`config.mk`:
```
export PLATFORM = sky130hd
export DESIGN_NAME = i2s_tx
export DESIGN_NICKNAME = d
export VERILOG_FILES = /design/src/rtl/i2s_tx_pkg.sv /design/src/rtl/i2s_tx_clkgen.sv /design/src/rtl/i2s_tx_feeder.sv /design/src/rtl/i2s_tx_shifter.sv /design/src/rtl/i2s_tx.sv
export SDC_FILE = /design/constraint.sdc
export NUM_CORES = 1
export LEC_CHECK = 0
export ABC_CLOCK_PERIOD_IN_PS = 2440
export CAP_MARGIN = 10
export CELL_PAD_IN_SITES_DETAIL_PLACEMENT = 1
export CELL_PAD_IN_SITES_GLOBAL_PLACEMENT = 2
export CORE_ASPECT_RATIO = 1.2
export CORE_UTILIZATION = 34
export CTS_CLUSTER_DIAMETER = 50
export CTS_CLUSTER_SIZE = 40
export DETAILED_ROUTE_END_ITERATION = 6
export PLACE_DENSITY = 0.88
export SYNTH_ARGS = -nofsm -noshare
export SYNTH_HDL_FRONTEND = slang
export SYNTH_SLANG_ARGS = --single-unit
```
`constraint.sdc`:
```
create_clock -name clk -period 2.44 [get_ports clk]
set_input_delay 0.488 -clock clk [delete_from_list [all_inputs] [get_ports clk]]
set_output_delay 0.488 -clock clk [all_outputs]
set_load 0.01 [all_outputs]
```
`src/rtl/i2s_tx_pkg.sv`:
```
package i2s_tx_pkg;
  typedef enum logic {SIDE_L = 1'b0, SIDE_R = 1'b1} side_e;
endpackage

```
`src/rtl/i2s_tx_clkgen.sv`:
```
module i2s_tx_clkgen #(
  parameter int unsigned DATA_W   = 32,
  parameter int unsigned NARROW_W = 16
) (
  input  logic              clk,
  input  logic              rst_n,
  input  logic              ph_en,
  input  logic              cfg_wide,
  output logic              sck,
  output logic              ws,
  output logic              fall_evt,
  output logic              slot_start,
  output i2s_tx_pkg::side_e slot_side
);
  import i2s_tx_pkg::*;
  localparam int unsigned CNT_W = $clog2(DATA_W);

  logic              sck_q, ws_q;
  logic [CNT_W-1:0]  pos_q;
  side_e             side_q;
  logic [CNT_W-1:0]  last_idx;
  logic              at_last;

  // index of the LSB for the configured width
  assign last_idx   = cfg_wide ? CNT_W'(DATA_W - 1) : CNT_W'(NARROW_W - 1);
  assign at_last    = (pos_q == last_idx);
  assign fall_evt   = ph_en & sck_q;
  assign slot_start = fall_evt & (pos_q == '0);
  assign slot_side  = side_q;
  assign sck        = sck_q;
  assign ws         = ws_q;

  always_ff @(posedge clk or negedge rst_n) begin
    if (!rst_n) begin
      sck_q  <= 1'b0;
      ws_q   <= 1'b0;
      pos_q  <= '0;
      side_q <= SIDE_L;
    end else begin
      if (ph_en) sck_q <= ~sck_q;
      if (fall_evt) begin
        if (at_last) begin
          pos_q  <= '0;
          side_q <= side_e'(~side_q);
          ws_q   <= ~side_q;   // announce the next slot together with the LSB
        end else begin
          pos_q <= pos_q + 1'b1;
        end
      end
    end
  end
endmodule

```
`src/rtl/i2s_tx_feeder.sv`:
```
module i2s_tx_feeder #(
  parameter int unsigned DATA_W   = 32,
  parameter int unsigned NARROW_W = 16
) (
  input  logic              clk,
  input  logic              rst_n,
  input  logic              slot_start,
  input  i2s_tx_pkg::side_e slot_side,
  input  logic              cfg_mono,
  input  logic              cfg_wide,
  input  logic              s_valid,
  input  logic [DATA_W-1:0] s_data,
  output logic              s_ready,
  output logic [DATA_W-1:0] load_word
);
  import i2s_tx_pkg::*;

  logic [DATA_W-1:0] aligned;
  logic [DATA_W-1:0] hold_q;
  logic              left_ok_q;
  logic              take;
  logic              is_left;

  generate
    if (NARROW_W < DATA_W) begin : g_align
      assign aligned = cfg_wide ? s_data
                                : {s_data[NARROW_W-1:0], {(DATA_W-NARROW_W){1'b0}}};
    end else begin : g_same
      assign aligned = s_data;
    end
  endgenerate

  assign is_left = (slot_side == SIDE_L);
  assign s_ready = slot_start & (is_left | (~cfg_mono & left_ok_q));
  assign take    = s_ready & s_valid;

  always_comb begin
    if (take)                   load_word = aligned;
    else if (cfg_mono && !is_left) load_word = hold_q;
    else                        load_word = '0;
  end

  always_ff @(posedge clk or negedge rst_n) begin
    if (!rst_n) begin
      hold_q    <= '0;
      left_ok_q <= 1'b0;
    end else if (slot_start && is_left) begin
      left_ok_q <= take;
      hold_q    <= take ? aligned : '0;
    end
  end
endmodule

```
`src/rtl/i2s_tx_shifter.sv`:
```
module i2s_tx_shifter #(
  parameter int unsigned DATA_W = 32
) (
  input  logic              clk,
  input  logic              rst_n,
  input  logic              fall_evt,
  input  logic              slot_start,
  input  logic [DATA_W-1:0] load_word,
  output logic              sd
);
  logic [DATA_W-1:0] shreg_q;
  logic              sd_q;

  assign sd = sd_q;

  always_ff @(posedge clk or negedge rst_n) begin
    if (!rst_n) begin
      shreg_q <= '0;
      sd_q    <= 1'b0;
    end else if (fall_evt) begin
      if (slot_start) begin
        sd_q    <= load_word[DATA_W-1];
        shreg_q <= load_word << 1;
      end else begin
        sd_q    <= shreg_q[DATA_W-1];
        shreg_q <= shreg_q << 1;
      end
    end
  end
endmodule

```
`src/rtl/i2s_tx.sv`:
```
module i2s_tx #(
  parameter int unsigned DATA_W   = 32,
  parameter int unsigned NARROW_W = 16
) (
  input  logic              clk,
  input  logic              rst_n,
  input  logic              ph_en,
  input  logic              cfg_wide,
  input  logic              cfg_mono,
  input  logic              s_valid,
  output logic              s_ready,
  input  logic [DATA_W-1:0] s_data,
  output logic              sck,
  output logic              ws,
  output logic              sd
);
  import i2s_tx_pkg::*;

  logic              fall_evt;
  logic              slot_start;
  side_e             slot_side;
  logic [DATA_W-1:0] load_word;

  i2s_tx_clkgen #(.DATA_W(DATA_W), .NARROW_W(NARROW_W)) u_clkgen (
    .clk(clk), .rst_n(rst_n), .ph_en(ph_en), .cfg_wide(cfg_wide),
    .sck(sck), .ws(ws), .fall_evt(fall_evt), .slot_start(slot_start),
    .slot_side(slot_side)
  );

  i2s_tx_feeder #(.DATA_W(DATA_W), .NARROW_W(NARROW_W)) u_feeder (
    .clk(clk), .rst_n(rst_n), .slot_start(slot_start), .slot_side(slot_side),
    .cfg_mono(cfg_mono), .cfg_wide(cfg_wide), .s_valid(s_valid),
    .s_data(s_data), .s_ready(s_ready), .load_word(load_word)
  );

  i2s_tx_shifter #(.DATA_W(DATA_W)) u_shifter (
    .clk(clk), .rst_n(rst_n), .fall_evt(fall_evt), .slot_start(slot_start),
    .load_word(load_word), .sd(sd)
  );
endmodule

```
==> Word level (Yosys, flattened, before mapping) <==
Index checks and enable logic that the tools add are counted.
{ "classes": {"n_addsub": 1, "n_eq_ne": 1, "n_mux": 8, "bitwise": 9, "n_reduce_logical": 4} }
{ "ops": {"columns": ["operator", "count"], "rows": [
  ["32-bit 2-to-1 mux", 5],
  ["5-bit 2-to-1 mux", 2],
  ["5-bit by 1-bit adder with 5-bit output, second input constant", 1],
  ["1-bit AND", 5],
  ["5-bit equality test", 1],
  ["5-bit zero test", 1],
  ["1-bit inverter", 3],
  ["1-bit logical AND", 2],
  ["2-bit AND reduction", 1],
  ["1-bit 2-to-1 mux", 1],
  ["1-bit OR", 1]
]} }
{ "totals": {"reg_bits": 73, "input_bits": 38, "out_inout_bits": 4, "wordCells": 30} }

==> Logic depth before layout (Yosys ltp) <==
Gate-level depths: netlist of the first run.
{ "logic_depth": {"word_depth": 7, "mapped_depth": 9, "depth_no_buf": 6} }

==> Cells and area by module <==
Synthesis of the first run repeated with hierarchy kept, for this count alone.
{ "hier_totals": {"cells_unflattened": 386, "area_unflattened_um2": 3771.1} }
{ "by_module_without_submodules": {"columns": ["mod", "instances", "cells_per_inst", "area_per_inst_um2", "seq_area_each_um2"], "rows": [
  ["i2s_tx_feeder", 1, 210, 1903.1, 825.8],
  ["i2s_tx_shifter", 1, 139, 1502.7, 800.8],
  ["i2s_tx_clkgen", 1, 37, 365.4, 175.2]
]} }

==> Worst setup path before layout of the first run <==
No wires, ideal clock.
{ "synth_path": {"path_type": "register -> output", "from": "reg u_clkgen.pos_q[0]", "to": "out s_ready", "arrival_time_ns": 1.592, "required_time_ns": 1.952, "path_slack_ns": 0.360, "stages_incl_launch_ff": 7, "path_buffers": 1, "path_cell_list": "dfrtp_1 -> inv_1 -> ha_1 -> nor4b_2 -> nand2_1 -> clkbuf_1 -> a21oi_1"} }
{ "synth_between": {"elab_chain_cells": 3} }
{ "synth_rtl": {"columns": ["item", "line", "rtl"], "rows": [
  ["start: declaration", "i2s_tx_clkgen.sv:19", "logic [CNT_W-1:0] pos_q;"],
  ["start signal: assignment", "i2s_tx_clkgen.sv:47", "pos_q <= pos_q + 1'b1;"],
  ["5-bit zero test", "i2s_tx_clkgen.sv:28", "assign slot_start = fall_evt & (pos_q == '0);"],
  ["1-bit AND", "i2s_tx_clkgen.sv:28", null],
  ["1-bit AND", "i2s_tx_feeder.sv:34", "assign s_ready = slot_start & (is_left | (~cfg_mono & left_ok_q));"],
  ["end: declaration", "i2s_tx.sv:11", "output logic s_ready,"]
]} }
Every way passes these cells.

==> Worst setup path after layout of the first run <==
Same ends and word-level chain as after synthesis.

==> results of run 1 <==
metrics by stage:
step	cell area [um^2]	TNS, ns	utilization
after floorplan	3515	0	-
after global placement	4068	-0.06426	0.4064
after detailed placement	4068	-0.06260	0.4064
after CTS	4389	0	0.4385
after global routing	4398	0	0.4394
final	4398	0	0.4394
synth_stat cells:
library cell	instances	area share
nand2_1	86	0.092
dfrtp_1	72	0.51
o21ai_0	36	0.051
nor3_1	33	0.047
a221oi_1	25	0.062
clkbuf_1	25	0.027
nor2_1	18	0.019
o21ai_1	18	0.026
mux2_2	16	0.051
a21oi_1	9	0.013
nand3_1	9	0.013
a221o_1	7	0.020
buf_6	4	0.013
buf_2	3	0.0043
and2_1	2	0.0036
ha_1	2	0.0071
inv_1	2	0.0021
nand2b_1	2	0.0036
or3_1	2	0.0036
xnor2_1	2	0.0050
xor2_1	2	0.0050
a21boi_1	1	0.0021
buf_4	1	0.0021
mux2_4	1	0.0043
nor2b_1	1	0.0018
nor4b_2	1	0.0043
o31ai_1	1	0.0021
or4b_1	1	0.0028
sequential cells by signal, indices dropped and copies added (netlist names):
name,flops
u_clkgen.pos_q,5
u_clkgen.sck,1
u_clkgen.ws,1
u_feeder.hold_q,32
u_feeder.left_ok_q,1
u_shifter.sd,1
u_shifter.shreg_q,31
cells by family after synthesis:
group / synth area share
buf+inv: 0.04806
simple gates: 0.1905
flops: 0.5126
fa+ha+maj: 0.007119
mux: 0.05553
xor+xnor: 0.009970
compound gates: 0.1762
power breakdown:
group	total, uW	switching [uW]	internal (uW)
Sequential	1790	240	1550
Clock	1430	504	921
Combinational	936	533	403
final timing paths:
check | startpoint | end | slack [ns] | cells past startpoint
worst max register to register | u_clkgen.pos_q[0]$_DFFE_PN0P_ | u_feeder.hold_q[12]$_DFFE_PN0P_ | 0.20 | 7
min in group clk | u_shifter.shreg_q[10]$_DFFE_PN0P_ | u_shifter.shreg_q[10]$_DFFE_PN0P_ | 0.47 | 2
worst max-delay path | u_clkgen.pos_q[0]$_DFFE_PN0P_ | s_ready | 0.16 | 7
max in group asynchronous | rst_n | u_shifter.shreg_q[12]$_DFFE_PN0P_ | 1.93 | 2
worst min register to register | u_shifter.shreg_q[10]$_DFFE_PN0P_ | u_shifter.shreg_q[10]$_DFFE_PN0P_ | 0.47 | 2
worst min-delay path | rst_n | u_clkgen.ws$_DFFE_PN0P_ | 0.16 | 2
layer usage:
metal,up-vias,track usage
met1,1496,0.2501
met2,58,0.3295
met4,0,0.06566
li1,1420,-
met5,-,0
met3,9,0.03867
worst max-delay path: stages (launching register included):
cell	delay [ns]
dfrtp_1	0.40
inv_1	0.08
ha_1	0.17
nor4b_4	0.21
nand2_1	0.10
a21oi_1	0.12
buf_4	0.14
clkdlybuf4s15_1	0.23
timing repair:
item | in CTS | in global routing
resized for setup | 1 | 1
hold endpoints to repair | 0 | 0
pin swaps | 0 | 0
setup buffers | 0 | 1
setup endpoints to repair | 1 | 1
area by class of cell:
type,count,area (um^2)
Inverter,2,7.507
Fill cell,1158,5612
Multi-Input combinational cell,275,1558
Clock buffer,11,242.7
Timing Repair Buffer,57,550.5
Clock inverter,5,80.08
Tap cell,126,157.7
Sequential cell,72,1802
==> impl_metrics.yaml, run 1 <==
sta:
  setup_slack_ns: 0.1616
  setup_viol: 0
  rsz0062_at_grt: "no"
  relSlewSlack: 0.5904
  slew_viol_final: 0
  fin_worst_skew_ns: 0.007653
  period_minus_slack_ns: 2.278
  hold_viol: 0
  fin_hold_ws_ns: 0.1609
  tightest_slew_ns: 0.6131
  clock.fmax_mhz: 438.9
  post-route-period-util: 0.9338
worst_setup_path:
  crit_type: "register to output pin"
  worst_ep_arrival_time_ns: 1.79
  endpoint_kind: "output pin"
  cp_max_fo: 4
  cp.required_ns: 1.95
  cp-start-kind: "register"
drt:
  route.met3.wl_um: 303
  drtPass1Iterations: 4
  drtIter0Drc: 126
  viasPerCell: 5.443
  wl_met1_um: 4458
  drt-total-wl_um: 9678
  vias: 2983
  remaining_drc_errors: 0
  top_layer: "met4"
  routedWlPerCell_um: 17.66
  antenna_left: 0
  wl_met2_um: 4799
grt:
  antenna_found_initial: 0
  grt_max_degree: 73
  grtUsageTotal: 0.1960
  grt_pass1_wl_um: 15860
  grt_overflow: 0
  first_global_vias: 3094
cells_and_area:
  final_cell_mix: "nand2_1, dfrtp_1, clkdlybuf4s50_1"
  drive_above_1_share: 0.1232
  final_common_cell: "nand2_1"
  antennaDiodeCount: 0
  stdcell_count: 548
  num-nets-final: 457
  area_growth_pct: 25.13
synth:
  syn_inst: 382
  ys_warn_count: 0
  yosysSeqAreaShare: 0.5126
  ys_ff_latch: 72
  syn-num-nets: 422
  ys_types: 28
  synthesis.area_um2: 3515
  syn_avg_cell_area_um2: 9.201
die:
  rows: 40
  die_w_um: 94.82
  ios: 42
  dieArea_um2: 10750
  initial_core_util: 0.3511
  design.core.area_um2: 10010
  die_h_um: 113.4
power_and_ir_drop:
  p_total_uw: 4152
  pwr_density_cell_nw_per_um2: 944.0
  vdd_drop_max_mv: 0.3455
  p_leak_uw: 0.001781
placed_design:
  pre_cts_ws_ns: -0.06260
  port_buffers: 41
  hpwl_um: 6061
  place.gp.congestion: 0.7073
  dp.cells: 531
clock_network:
  clkLatencyLatePin_ns: 0.33
  cts.path.max_buffers: 2
  cts_root_buf: "clkbuf_16"
  cts_buffers: 9
  h-tree-depth: 3
  cts_tree: "done"
  cts.sinks: 72
  cts.clk_slew.worst_paths_ns: 0.06
  cts_hold_buf: 0
run:
  maxCapViolCount: 0
min_path:
  hp-class: "primary input to async pin"
outcome:
  status: "finished clean"
Power figures use the tool's default switching activity.
==> run 2, diff against run 1 <==
- ABC_AREA: not set -> 1
- CORE_UTILIZATION: 34 -> 32
- PLACE_DENSITY: 0.88 -> 0.9
- SLEW_MARGIN: not set -> 20
==> run 2 against run 1 <==
Effect of this change: register-to-register slack better by 0.16 ns; final area is 4.8% higher; critical endpoint unchanged; clock power is 15% lower; sequential share of layout area is 1.9 points lower.
==> impl_metrics.yaml, run 2 <==
die:
  die_w_um: 101.1
  initial_core_util: 0.3272
  die_h_um: 120.9
  design.core.area_um2: 11510
  dieArea_um2: 12210
  ios: 42
  rows: 43
worst_setup_path:
  cp-start-kind: "primary input"
  endpoint_kind: "output pin"
  cp_cell_sequence: "clkdlybuf4s50_1, nor2_1, nor2_1, nor2_8, dlygate4sd2_1"
  path_buf_inv: 2
  crit_top_cell: "nor2_1"
  cp.required_ns: 1.95
  cpMaxStageDelayCell: "clkdlybuf4s50_1"
  crit_path_max_incr_delay_ns: 0.48
  worst_ep_arrival_time_ns: 1.70
  path_delay_family: "buffers and inverters"
  cp_max_fo: 2
  crit_type: "primary input to output pin"
synth:
  synth-edff-count: 0
  yosysTopAreaCell: "dfrtp_1"
  synthesis.area_um2: 3767
  ys_types: 22
  syn_avg_cell_area_um2: 7.042
  syn-num-nets: 575
  synthFlopType: "dfrtp_1"
  ys_ff_latch: 72
  synth_top_area_frac: 0.4782
  synth.top_cells.by_count: "nand2_1, dfrtp_1, nand3_1"
  ys_warn_count: 0
  yosysSeqAreaShare: 0.4782
  synth.most_common_cell: "nand2_1"
  async_reset_ff_frac: 1.000
  syn_inst: 535
  ys_top_cells_by_area: "dfrtp_1, nand2_1, nand3_1, o21ai_1, clkbuf_1"
cells_and_area:
  largest_register_ffs: 32
  antennaDiodeCount: 0
  largest-register: "u_feeder.hold_q"
  num-nets-final: 606
  stdcell_count: 727
  top_regs: "u_feeder.hold_q x32, u_shifter.shreg_q x31, u_clkgen.pos_q x5"
  final_cell_mix: "nand2_1, dfrtp_1, nand3_1"
  area_growth_pct: 22.38
  fillCellCount: 1451
  fin_util: 0.4005
  final_common_cell: "nand2_1"
  drive_above_1_share: 0.05965
clock_network:
  cts_tree: "done"
  cts_buffers: 9
  cts.sinks: 72
  clkLatencyLatePin_ns: 0.33
  h-tree-depth: 3
  cts.clk_slew.worst_paths_ns: 0.06
  cts_root_buf: "clkbuf_16"
  cts_setup_buffers: 0
  cts.path.max_buffers: 2
placed_design:
  port_buffers: 41
  hpwl_um: 6687
  dp.cells: 712
  place.gp.congestion: 0.7201
sta:
  clock.fmax_mhz: 456.1
  fin_hold_ws_ns: 0.1314
  rsz0062_at_grt: "no"
  fin_worst_skew_ns: 0.005534
  tightest_slew_ns: 0.5311
  post-route-period-util: 0.8986
  relSlewSlack: 0.6459
  tns_ns: 0
  hold_viol: 0
  setup_viol: 0
  slew_viol_final: 0
  period_minus_slack_ns: 2.192
power_and_ir_drop:
  clkPwrFrac: 0.359
  p_seq_frac: 0.451
  switching_share: 0.2954
  p_sw_uw: 1003
  p_leak_uw: 0.002369
  pwr_density_cell_nw_per_um2: 736.5
  internal-power_uw: 2393
  vdd_drop_max_mv: 0.3508
  p_total_uw: 3396
  p_comb_frac: 0.191
drt:
  routedWlPerCell_um: 14.21
  antenna_left: 0
  drtPass1Iterations: 4
  viasPerCell: 4.818
  drt-total-wl_um: 10330
  drtIter0Drc: 155
  vias: 3503
  remaining_drc_errors: 0
grt:
  grtUsageTotal: 0.1926
  grt_max_degree: 53
  grt_pass1_wl_um: 18380
  first_global_vias: 3783
  antenna_found_initial: 0
  grt_overflow: 0
outcome:
  status: "finished clean"
min_path:
  hp-class: "primary input to async pin"
run:
  maxCapViolCount: 0
-- run 2: layout make-up --
cell class	instances	area, um^2	share of cell area
clock buffers	11	252.7	0.05482
clock inverters	4	20.02	0.004342
inverters	26	97.59	0.02117
multi-input cells	403	1715	0.3721
flip-flops and latches	72	1802	0.3908
well taps	157	196.4	0.04261
repair buffers	54	526.8	0.1142
-- run 2: layer usage --
| metal | track usage | part of all wire |
|---|---|---|
| met5 | 0 | 0 |
| met4 | 0.03804 | 0.0074 |
| met3 | 0.04147 | 0.025 |
| met2 | 0.3372 | 0.49 |
| met1 | 0.2425 | 0.47 |
-- run 2: kinds of logic after synthesis --
family / synth area share
fa+ha+maj: 0.006641
flops: 0.4782
xor+xnor: 0.006976
compound gates: 0.06642
buf+inv: 0.06642
simple gates: 0.3753
-- run 2: metrics by stage --
step / setup WS, ns / instance area, um^2
6_report: 0.2475 / 4611
3_5_place_dp: 0.01309 / 4339
4_1_cts: 0.2240 / 4611
2_1_floorplan: 0.7526 / 3767
3_3_place_gp: 0.02321 / 4339
5_1_grt: 0.1756 / 4611
-- run 2: final timing paths --
| path | depth (start not counted) | slack, ns | to | startpoint |
|---|---|---|---|---|
| max | 5 | 0.25 | s_ready | cfg_mono |
| min | 1 | 0.13 | u_feeder.hold_q[30]$_DFFE_PN0P_ | rst_n |
| max reg2reg | 11 | 0.36 | u_feeder.hold_q[3]$_DFFE_PN0P_ | u_clkgen.pos_q[0]$_DFFE_PN0P_ |
| min reg2reg | 2 | 0.48 | u_shifter.shreg_q[9]$_DFFE_PN0P_ | u_shifter.shreg_q[9]$_DFFE_PN0P_ |
| max in group asynchronous | 2 | 1.64 | u_feeder.hold_q[26]$_DFFE_PN0P_ | rst_n |
| min in group clk | 2 | 0.48 | u_shifter.shreg_q[9]$_DFFE_PN0P_ | u_shifter.shreg_q[9]$_DFFE_PN0P_ |
-- run 2: timing repair --
item / in CTS / in global routing
endpoints found under the setup margin: 1 / 0
endpoints found under the hold margin: 0 / 0
hold buffers: 0 / 0
gates resized for setup: 1 / 0
-- run 2: power by group through the flow --
stage               combinational [uW]  sequential, uW  clock (uW)
finish                             647            1530        1220
global route                       747            1560        1300
CTS                                665            1530        1250
detailed placement                 660            1550           0
global placement                   637            1540           0
floorplan                          411            1520           0
